<file path="config.mk">
export PLATFORM = sky130hd
export DESIGN_NAME = mac_slice
export DESIGN_NICKNAME = d
export VERILOG_FILES = /design/src/rtl/mac_slice.sv
export SDC_FILE = /design/constraint.sdc
export NUM_CORES = 2
export LEC_CHECK = 0
export BUFFER_PORTS_ARGS = -buffer_cell sky130_fd_sc_hd__buf_2
export CORE_ASPECT_RATIO = 1.25
export CORE_UTILIZATION = 40
export DETAILED_ROUTE_END_ITERATION = 12
export HOLD_SLACK_MARGIN = 0.08
export SLEW_MARGIN = 20
export SYNTH_ARGS = -nofsm -noshare
export SYNTH_HDL_FRONTEND = slang
export SYNTH_SLANG_ARGS = --single-unit
</file>
<file path="constraint.sdc">
create_clock -name clk -period 7.5 [get_ports clk]
set_input_delay 1.5 -clock clk [delete_from_list [all_inputs] [get_ports clk]]
set_output_delay 1.5 -clock clk [all_outputs]
set_load 0.02 [all_outputs]
</file>
<file path="src/rtl/mac_slice.sv">
module mac_slice #(
  parameter int AW       = 18,
  parameter int BW       = 18,
  parameter int PW       = 48,
  parameter int A_STAGES = 1,
  parameter int B_STAGES = 1,
  parameter int M_REG    = 1,
  parameter int C_REG    = 1,
  parameter int CTL_REG  = 1,
  parameter int P_REG    = 1
) (
  input  logic          clk,
  input  logic          rst,
  input  logic          ce_a,
  input  logic          ce_b,
  input  logic          ce_c,
  input  logic          ce_m,
  input  logic          ce_ctl,
  input  logic          ce_p,
  input  logic [AW-1:0] a,
  input  logic [BW-1:0] b,
  input  logic [PW-1:0] c,
  input  logic [6:0]    op,
  input  logic          sub,
  input  logic          cin,
  input  logic [PW-1:0] casc_in,
  output logic [PW-1:0] p,
  output logic [PW-1:0] casc_out,
  output logic [BW-1:0] b_casc
);
  localparam int MW  = AW + BW;
  localparam int CTW = 9;

  logic signed [AW-1:0] a_d;
  logic signed [BW-1:0] b_d;
  logic signed [MW-1:0] prod;
  logic        [MW-1:0] m_d;
  logic        [PW-1:0] c_d;
  logic        [6:0]    ctl_op;
  logic                 ctl_sub;
  logic                 ctl_cin;
  logic        [PW-1:0] p_fb, prod_ext;
  logic        [PW-1:0] x_v, y_v, z_v, sum, res;

  generate
    if (A_STAGES == 0) begin : g_a0
      assign a_d = a;
    end else begin : g_a
      logic [A_STAGES-1:0][AW-1:0] sr;
      always_ff @(posedge clk) begin
        if (rst) sr <= '0;
        else if (ce_a) begin
          sr[0] <= a;
          for (int k = 1; k < A_STAGES; k++) sr[k] <= sr[k-1];
        end
      end
      assign a_d = sr[A_STAGES-1];
    end

    if (B_STAGES == 0) begin : g_b0
      assign b_d = b;
    end else begin : g_b
      logic [B_STAGES-1:0][BW-1:0] sr;
      always_ff @(posedge clk) begin
        if (rst) sr <= '0;
        else if (ce_b) begin
          sr[0] <= b;
          for (int k = 1; k < B_STAGES; k++) sr[k] <= sr[k-1];
        end
      end
      assign b_d = sr[B_STAGES-1];
    end
  endgenerate

  assign b_casc = b_d;
  assign prod   = a_d * b_d;

  generate
    if (M_REG != 0) begin : g_m
      logic [MW-1:0] q;
      always_ff @(posedge clk)
        if (rst) q <= '0;
        else if (ce_m) q <= prod;
      assign m_d = q;
    end else begin : g_m0
      assign m_d = prod;
    end

    if (C_REG != 0) begin : g_c
      logic [PW-1:0] q;
      always_ff @(posedge clk)
        if (rst) q <= '0;
        else if (ce_c) q <= c;
      assign c_d = q;
    end else begin : g_c0
      assign c_d = c;
    end

    if (CTL_REG != 0) begin : g_ctl
      logic [CTW-1:0] q;
      always_ff @(posedge clk)
        if (rst) q <= '0;
        else if (ce_ctl) q <= {op, sub, cin};
      assign {ctl_op, ctl_sub, ctl_cin} = q;
    end else begin : g_ctl0
      assign {ctl_op, ctl_sub, ctl_cin} = {op, sub, cin};
    end
  endgenerate

  assign prod_ext = {{(PW-MW){m_d[MW-1]}}, m_d};

  wire x_prod = (ctl_op[1:0] == 2'b01);
  wire y_prod = (ctl_op[3:2] == 2'b01);

  always_comb begin
    x_v = '0;
    y_v = '0;
    if (x_prod && y_prod) begin
      x_v = prod_ext;
    end else if (!x_prod && !y_prod) begin
      if (ctl_op[1:0] == 2'b10) x_v = p_fb;
      if (ctl_op[3:2] == 2'b11) y_v = c_d;
    end
    case (ctl_op[6:4])
      3'b001:  z_v = casc_in;
      3'b010:  z_v = p_fb;
      3'b011:  z_v = c_d;
      default: z_v = '0;
    endcase
  end

  assign sum = x_v + y_v + {{(PW-1){1'b0}}, ctl_cin};
  assign res = ctl_sub ? (z_v - sum) : (z_v + sum);

  generate
    if (P_REG != 0) begin : g_p
      logic [PW-1:0] q;
      always_ff @(posedge clk)
        if (rst) q <= '0;
        else if (ce_p) q <= res;
      assign p    = q;
      assign p_fb = q;
    end else begin : g_p0
      assign p    = res;
      assign p_fb = '0;
    end
  endgenerate

  assign casc_out = p;
endmodule

</file>
# Word-level counts from Yosys, hierarchy flattened

Cells that the tools add are included.

Magnitude comparators: 0
Equality and inequality tests: 7
Add/subtract/negate cells: 4
Bitwise gates (word level): 0
Multipliers: 1
Shift operators: 0
Mux-type cells: 8
Reduce and logical (&&, ||, !) cells: 4
Div/mod/pow operators: 0

Operators by type and width:

| kind                                                 | number |
|---|---|
| 2-to-1 mux 48 bit                                    | 7 |
| case mux 48 bit (3 select lines)                     | 1 |
| adder 48 bit                                         | 2 |
| adder 48 x 1 -> 48 bit                               | 1 |
| subtractor 48 bit                                    | 1 |
| multiplier 18 x 18 -> 36 bit                         | 1 |
| equality test 3 x 2 -> 1 bit (second input constant) | 2 |
| equality test 2 x 1 -> 1 bit (second input constant) | 2 |
| equality test 2 bit (second input constant)          | 2 |
| equality test 3 x 1 -> 1 bit (second input constant) | 1 |
| logical AND 1 bit                                    | 2 |
| logical NOT 1 bit                                    | 2 |

Bits in read-only memories: 0
Memories kept: 0
Input bits: 149
Bits in registers: 177
Output and inout port bits: 114
Latch bits: 0
Bits in writable memories: 0
Logic and storage cells: 30

# Longest topological paths before layout

Depth in word-level cells: 9
Gate-level depth with buffers: 35
Gate-level depth less buffers: 32

# Worst setup path before layout

No wires, ideal clock.

Path kind: reg2reg
Start point: register g_ctl.q[4]
End point: register g_p.q[47], in the netlist casc_out[47]
Cell stages (with the launch flop): 35
Path slack: 0.639 ns
Data arrival time: 6.776 ns
Buffers on the path: 3
Period minus slack after synthesis: 6.861 ns
Data required time: 7.414 ns
Library setup time: 0.086 ns
Cells stage by stage: dfxtp_1 -> nor2b_1 -> and3_1 -> clkbuf_1 -> clkbuf_1 -> a22o_1 -> fa_1 -> inv_1 -> fa_1 -> nor2b_1 -> o221a_2 -> o21bai_2 -> a211o_1 -> nand2_1 -> xor2_1 -> nor4_4 -> nor4b_4 -> nand4_2 -> nor3_2 -> a21oi_1 -> xnor2_1 -> ha_1 -> clkbuf_1 -> a21o_1 -> a21o_1 -> a21o_1 -> a21o_1 -> a21o_1 -> a21oi_1 -> nor2_1 -> a211o_1 -> a31oi_1 -> xnor2_1 -> xnor2_1 -> a211oi_1

Cells in the longest elaborated chain, start to end: 9
Elaborated cells on any way between the ends: 15
Those cells by class: add/sub (4); eq/ne (2); mux (6); reduce/logical (3)

RTL lines:

| item                                                     | RTL line | source |
|---|---|---|
| from (decl)                                              | 100      | `logic [CTW-1:0] q;` |
| from (signal assigned)                                   | 103      | `else if (ce_ctl) q <= {op, sub, cin};` |
| equality test 2 x 1 -> 1 bit                             | 113      | `wire y_prod = (ctl_op[3:2] == 2'b01);` |
| logical NOT 1 bit                                        | 120      | `end else if (!x_prod && !y_prod) begin` |
| logical AND 1 bit                                        | 120      |  |
| 2-to-1 mux 48 bit                                        | 120      |  |
| 2-to-1 mux 48 bit                                        | 118      | `if (x_prod && y_prod) begin` |
| adder 48 bit (*)                                         | 132      | `assign sum = x_v + y_v + {{(PW-1){1'b0}}, ctl_cin};` |
| adder 48 x 1 -> 48 bit (*)                               | 132      |  |
| adder 48 bit / subtractor 48 bit (equally long branches) | 133      | `assign res = ctl_sub ? (z_v - sum) : (z_v + sum);` |
| 2-to-1 mux 48 bit (*)                                    | 133      |  |
| to (signal assigned)                                     | 140      | `else if (ce_p) q <= res;` |
| to (decl)                                                | 137      | `logic [PW-1:0] q;` |

Mark *: on every way between the ends. The rest lies on a longest branch, timed or not.
A chain may end at the register's enable or synchronous reset.

# Final worst setup path

Start point: register g_b.sr, in the netlist b_casc[12]
End point: register g_m.q[34]

Cells in the longest elaborated chain, start to end: 1

RTL lines:

| item                         | RTL line | source |
|---|---|---|
| from (decl)                  | 63       | `logic [B_STAGES-1:0][BW-1:0] sr;` |
| multiplier 18 x 18 -> 36 bit | 76       | `assign prod = a_d * b_d;` |
| to (signal assigned)         | 83       | `else if (ce_m) q <= prod;` |
| to (decl)                    | 80       | `logic [MW-1:0] q;` |

Every way passes these cells.

==> key figures <==
Drt
  – Initial DRT Pass Iterations: 8
  – DRC viols: 0
  – Routed length per instance: 18.7 µm
  – Via count: 22.1k
  – DRT Wirelength: 77400 µm
  – DRT antenna net count: 0
  – DR iter-0 viols: 1326
  – Vias per cell: 5.34

Timing
  – Final period util: 93.8%
  – Fin Hold WS: 0.506 ns
  – Setup TNS: 0 ns
  – Max Freq: 0.142 GHz
  – Final Hold Fails: 0
  – RSZ-0062 raised after global routing: true
  – Max-slew violation count: 0
  – Min Tclk post-route: 7.04 ns
  – Worst rel slew slack: 34.4%
  – Final setup viols: 0
  – Worst-margin pin slew: 0.984 ns
  – Worst Clk Skew: 0.0225 ns

Worst setup path
  – Setup crit start kind: flop
  – Worst endpoint data arrival time: 7.39 ns
  – Critical path class: flop to flop
  – Max FO, Critical Path: 20
  – CP Data Required Time: 7.85 ns
  – CP Capture Type: flop
  – R2R depth: 22

CTS
  – Sink Count: 177
  – Clk Latency, worst-skew pair: 0.51 ns
  – Clock Tree Buf Depth: 2
  – CTS H-Tree Depth: 4
  – CTS Buf Count: 17
  – Root buffer cell: clkbuf_16
  – Clk slew on worst S/H paths: 0.07 ns
  – CTS tree: yes

Finish
  – Storage element area: 3560 µm²
  – Design Area, Final: 29200 µm²
  – Commonest non-fill, non-tap cell in the layout: inv_1
  – Final #Nets: 3933
  – P&R area growth vs syn: 9.51%
  – Post-layout util: 44.4%
  – Area of the multi-input gates: 20800 µm²
  – # fillers: 6612
  – Share of cells above drive strength 1: 13.8%
  – Most frequent cells in the layout: 371 x inv_1, 332 x fa_1, 305 x nor2_1

Floorplanning
  – Initial Util: 40.6%
  – Horiz. Die Dim: 233 µm
  – Chip height: 291 µm
  – Core Rows: 105
  – Boundary Pins: 263
  – Die Area: 67800 µm²
  – Core area: 65800 µm²

Global route
  – Number of global-route vias before repair: 22.7k
  – Total global-route track usage: 23.4%
  – First-pass GRT wire length: 124000 µm
  – Grt total ovfl: 0
  – Initial antenna violation count: 1
  – Pin count of the biggest net entering global routing: 76

Pwr
  – Leak Pwr: 14.2 nW
  – Peak supply drop: 0.210 mV
  – Power per cell area: 184 nW/µm²

Placement
  – Post-DP Area: 28500 µm²
  – Detailed placement HPWL: 63200 µm
  – RePlAce Congestion: 0.958
  – Buffers added on ports: 262

Synth
  – Syn Area/Cell: 8.47 µm²
  – #FFs+latches synth: 177
  – Sequential share of the synthesized area: 13.3%
  – Warnings from Yosys: 0
  – Syn_nets: 3821
  – Cell count after synthesis: 3153
  – Post-synth ARST share: 0%
  – Syn Std Cell Area: 26700 µm²
  – Unique cell type count in the Yosys netlist: 87
  – EDFF count, synth: 0
  – Synth Flop Type: dfxtp_1

Min path
  – Worst hold path depth: 2
  – Worst hold path type: flop to flop

Run
  – Max-cap violations: 0

Run status
  – Status: complete, no violations
## flip-flops by register name (all words and copies together) (netlist names)
register,flops
c_d,48
g_m.q,36
g_ctl.q,9
a_d,18
casc_out,48
b_casc,18
## area by class of cell
type / instances / share of cell area, %
multi-input combinational: 2375 / 71.1
sequential: 177 / 12.2
timing repair buffer: 323 / 6.12
inverter: 371 / 4.76
tap: 856 / 3.66
clock buffer: 19 / 1.55
clock inverter: 13 / 0.646
antenna: 1 / 0.00856
## synth_stat cells (21+ instances only)
cell type    n  area, µm²
inv_1      371       1390
fa_1       332       6650
nor2_1     306       1150
nand2_1    274       1030
ha_1       187       2340
and2_1     178       1110
dfxtp_1    177       3540
mux2i_1    159       1590
clkbuf_1   153        574
a21oi_1    141        706
xnor2_1    104        911
a21o_1      93        698
o21ai_0     66        330
xor2_1      54        473
a22oi_1     49        368
buf_4       49        368
mux2_2      49        552
a22o_1      35        307
nand3_1     32        160
a31oi_1     30        188
nand2b_1    28        175
nor3_1      25        125
and3_1      21        131
buf_1       21       78.8
nor2b_1     21        131
## power breakdown
part           internal, W  switching (W)  leakage (nW)
combinational      0.00123        0.00174          12.4
sequential         0.00109       0.000289          1.46
clock             0.000554       0.000476         0.312
total              0.00287        0.00250          14.2
## metrics by stage
stage	setup WS [ns]	total power, W	instances
6_report	0.461	0.00538	4135
2_1_floorplan	0.639	0.00357	3153
3_5_place_dp	0.298	0.00434	4101
5_1_grt	-0.0131	0.00578	4134
3_3_place_gp	0.343	0.00433	4101
4_1_cts	0.269	0.00539	4133
## worst max-delay path, cell delays in order (launching register included)
cell and delay [ns]:
dfxtp_1 0.87, and2_1 0.27, fa_1 0.43, fa_1 0.52
fa_1 0.50, inv_1 0.06, fa_1 0.41, fa_1 0.51
inv_1 0.05, fa_1 0.43, ha_1 0.35, a21o_1 0.19
a21o_1 0.17, a21oi_1 0.23, o211ai_1 0.20, a21oi_1 0.17
o21ai_0 0.16, a31oi_1 0.35, o21a_1 0.24, a31oi_1 0.14
a41oi_1 0.28, mux2i_1 0.22, o311ai_0 0.13
## logic make-up after synthesis
| logic type | Yosys count | share of synthesized area (%) |
|---|---|---|
| and+or+nand+nor | 943 | 16.8 |
| muxes | 208 | 8.03 |
| buffers and inverters | 601 | 9.17 |
| xor gates and xnor gates | 158 | 5.18 |
| adders and majority gates | 519 | 33.7 |
| AOI/OAI and AO/OA | 547 | 13.8 |
| DFF | 177 | 13.3 |
## routing by layer
| layer | share of wire, % | track usage (%) |
|---|---|---|
| met5 | 0 | 0 |
| met3 | 4.2 | 2.73 |
| met4 | 2.4 | 7.40 |
| met2 | 51 | 41.6 |
| met1 | 43 | 29.3 |
## worst paths after layout
path | startpoint | to | slack, ns
setup reg to reg | b_casc[12]$_SDFFE_PP0P_ | g_m.q[34]$_SDFFE_PP0P_ | 0.46
hold reg to reg | g_m.q[12]$_SDFFE_PP0P_ | g_m.q[12]$_SDFFE_PP0P_ | 0.51
setup / recovery | b_casc[12]$_SDFFE_PP0P_ | g_m.q[34]$_SDFFE_PP0P_ | 0.46
hold / removal | g_m.q[12]$_SDFFE_PP0P_ | g_m.q[12]$_SDFFE_PP0P_ | 0.51
## timing repair
item | CTS | global route
hold buffers | 0 | 0
resized for setup | 0 | 19
hold endpoints to repair | 0 | 0
endpoints found under the setup margin | 0 | 9
setup buffers | 0 | 1
Power figures use the tool's default switching activity.
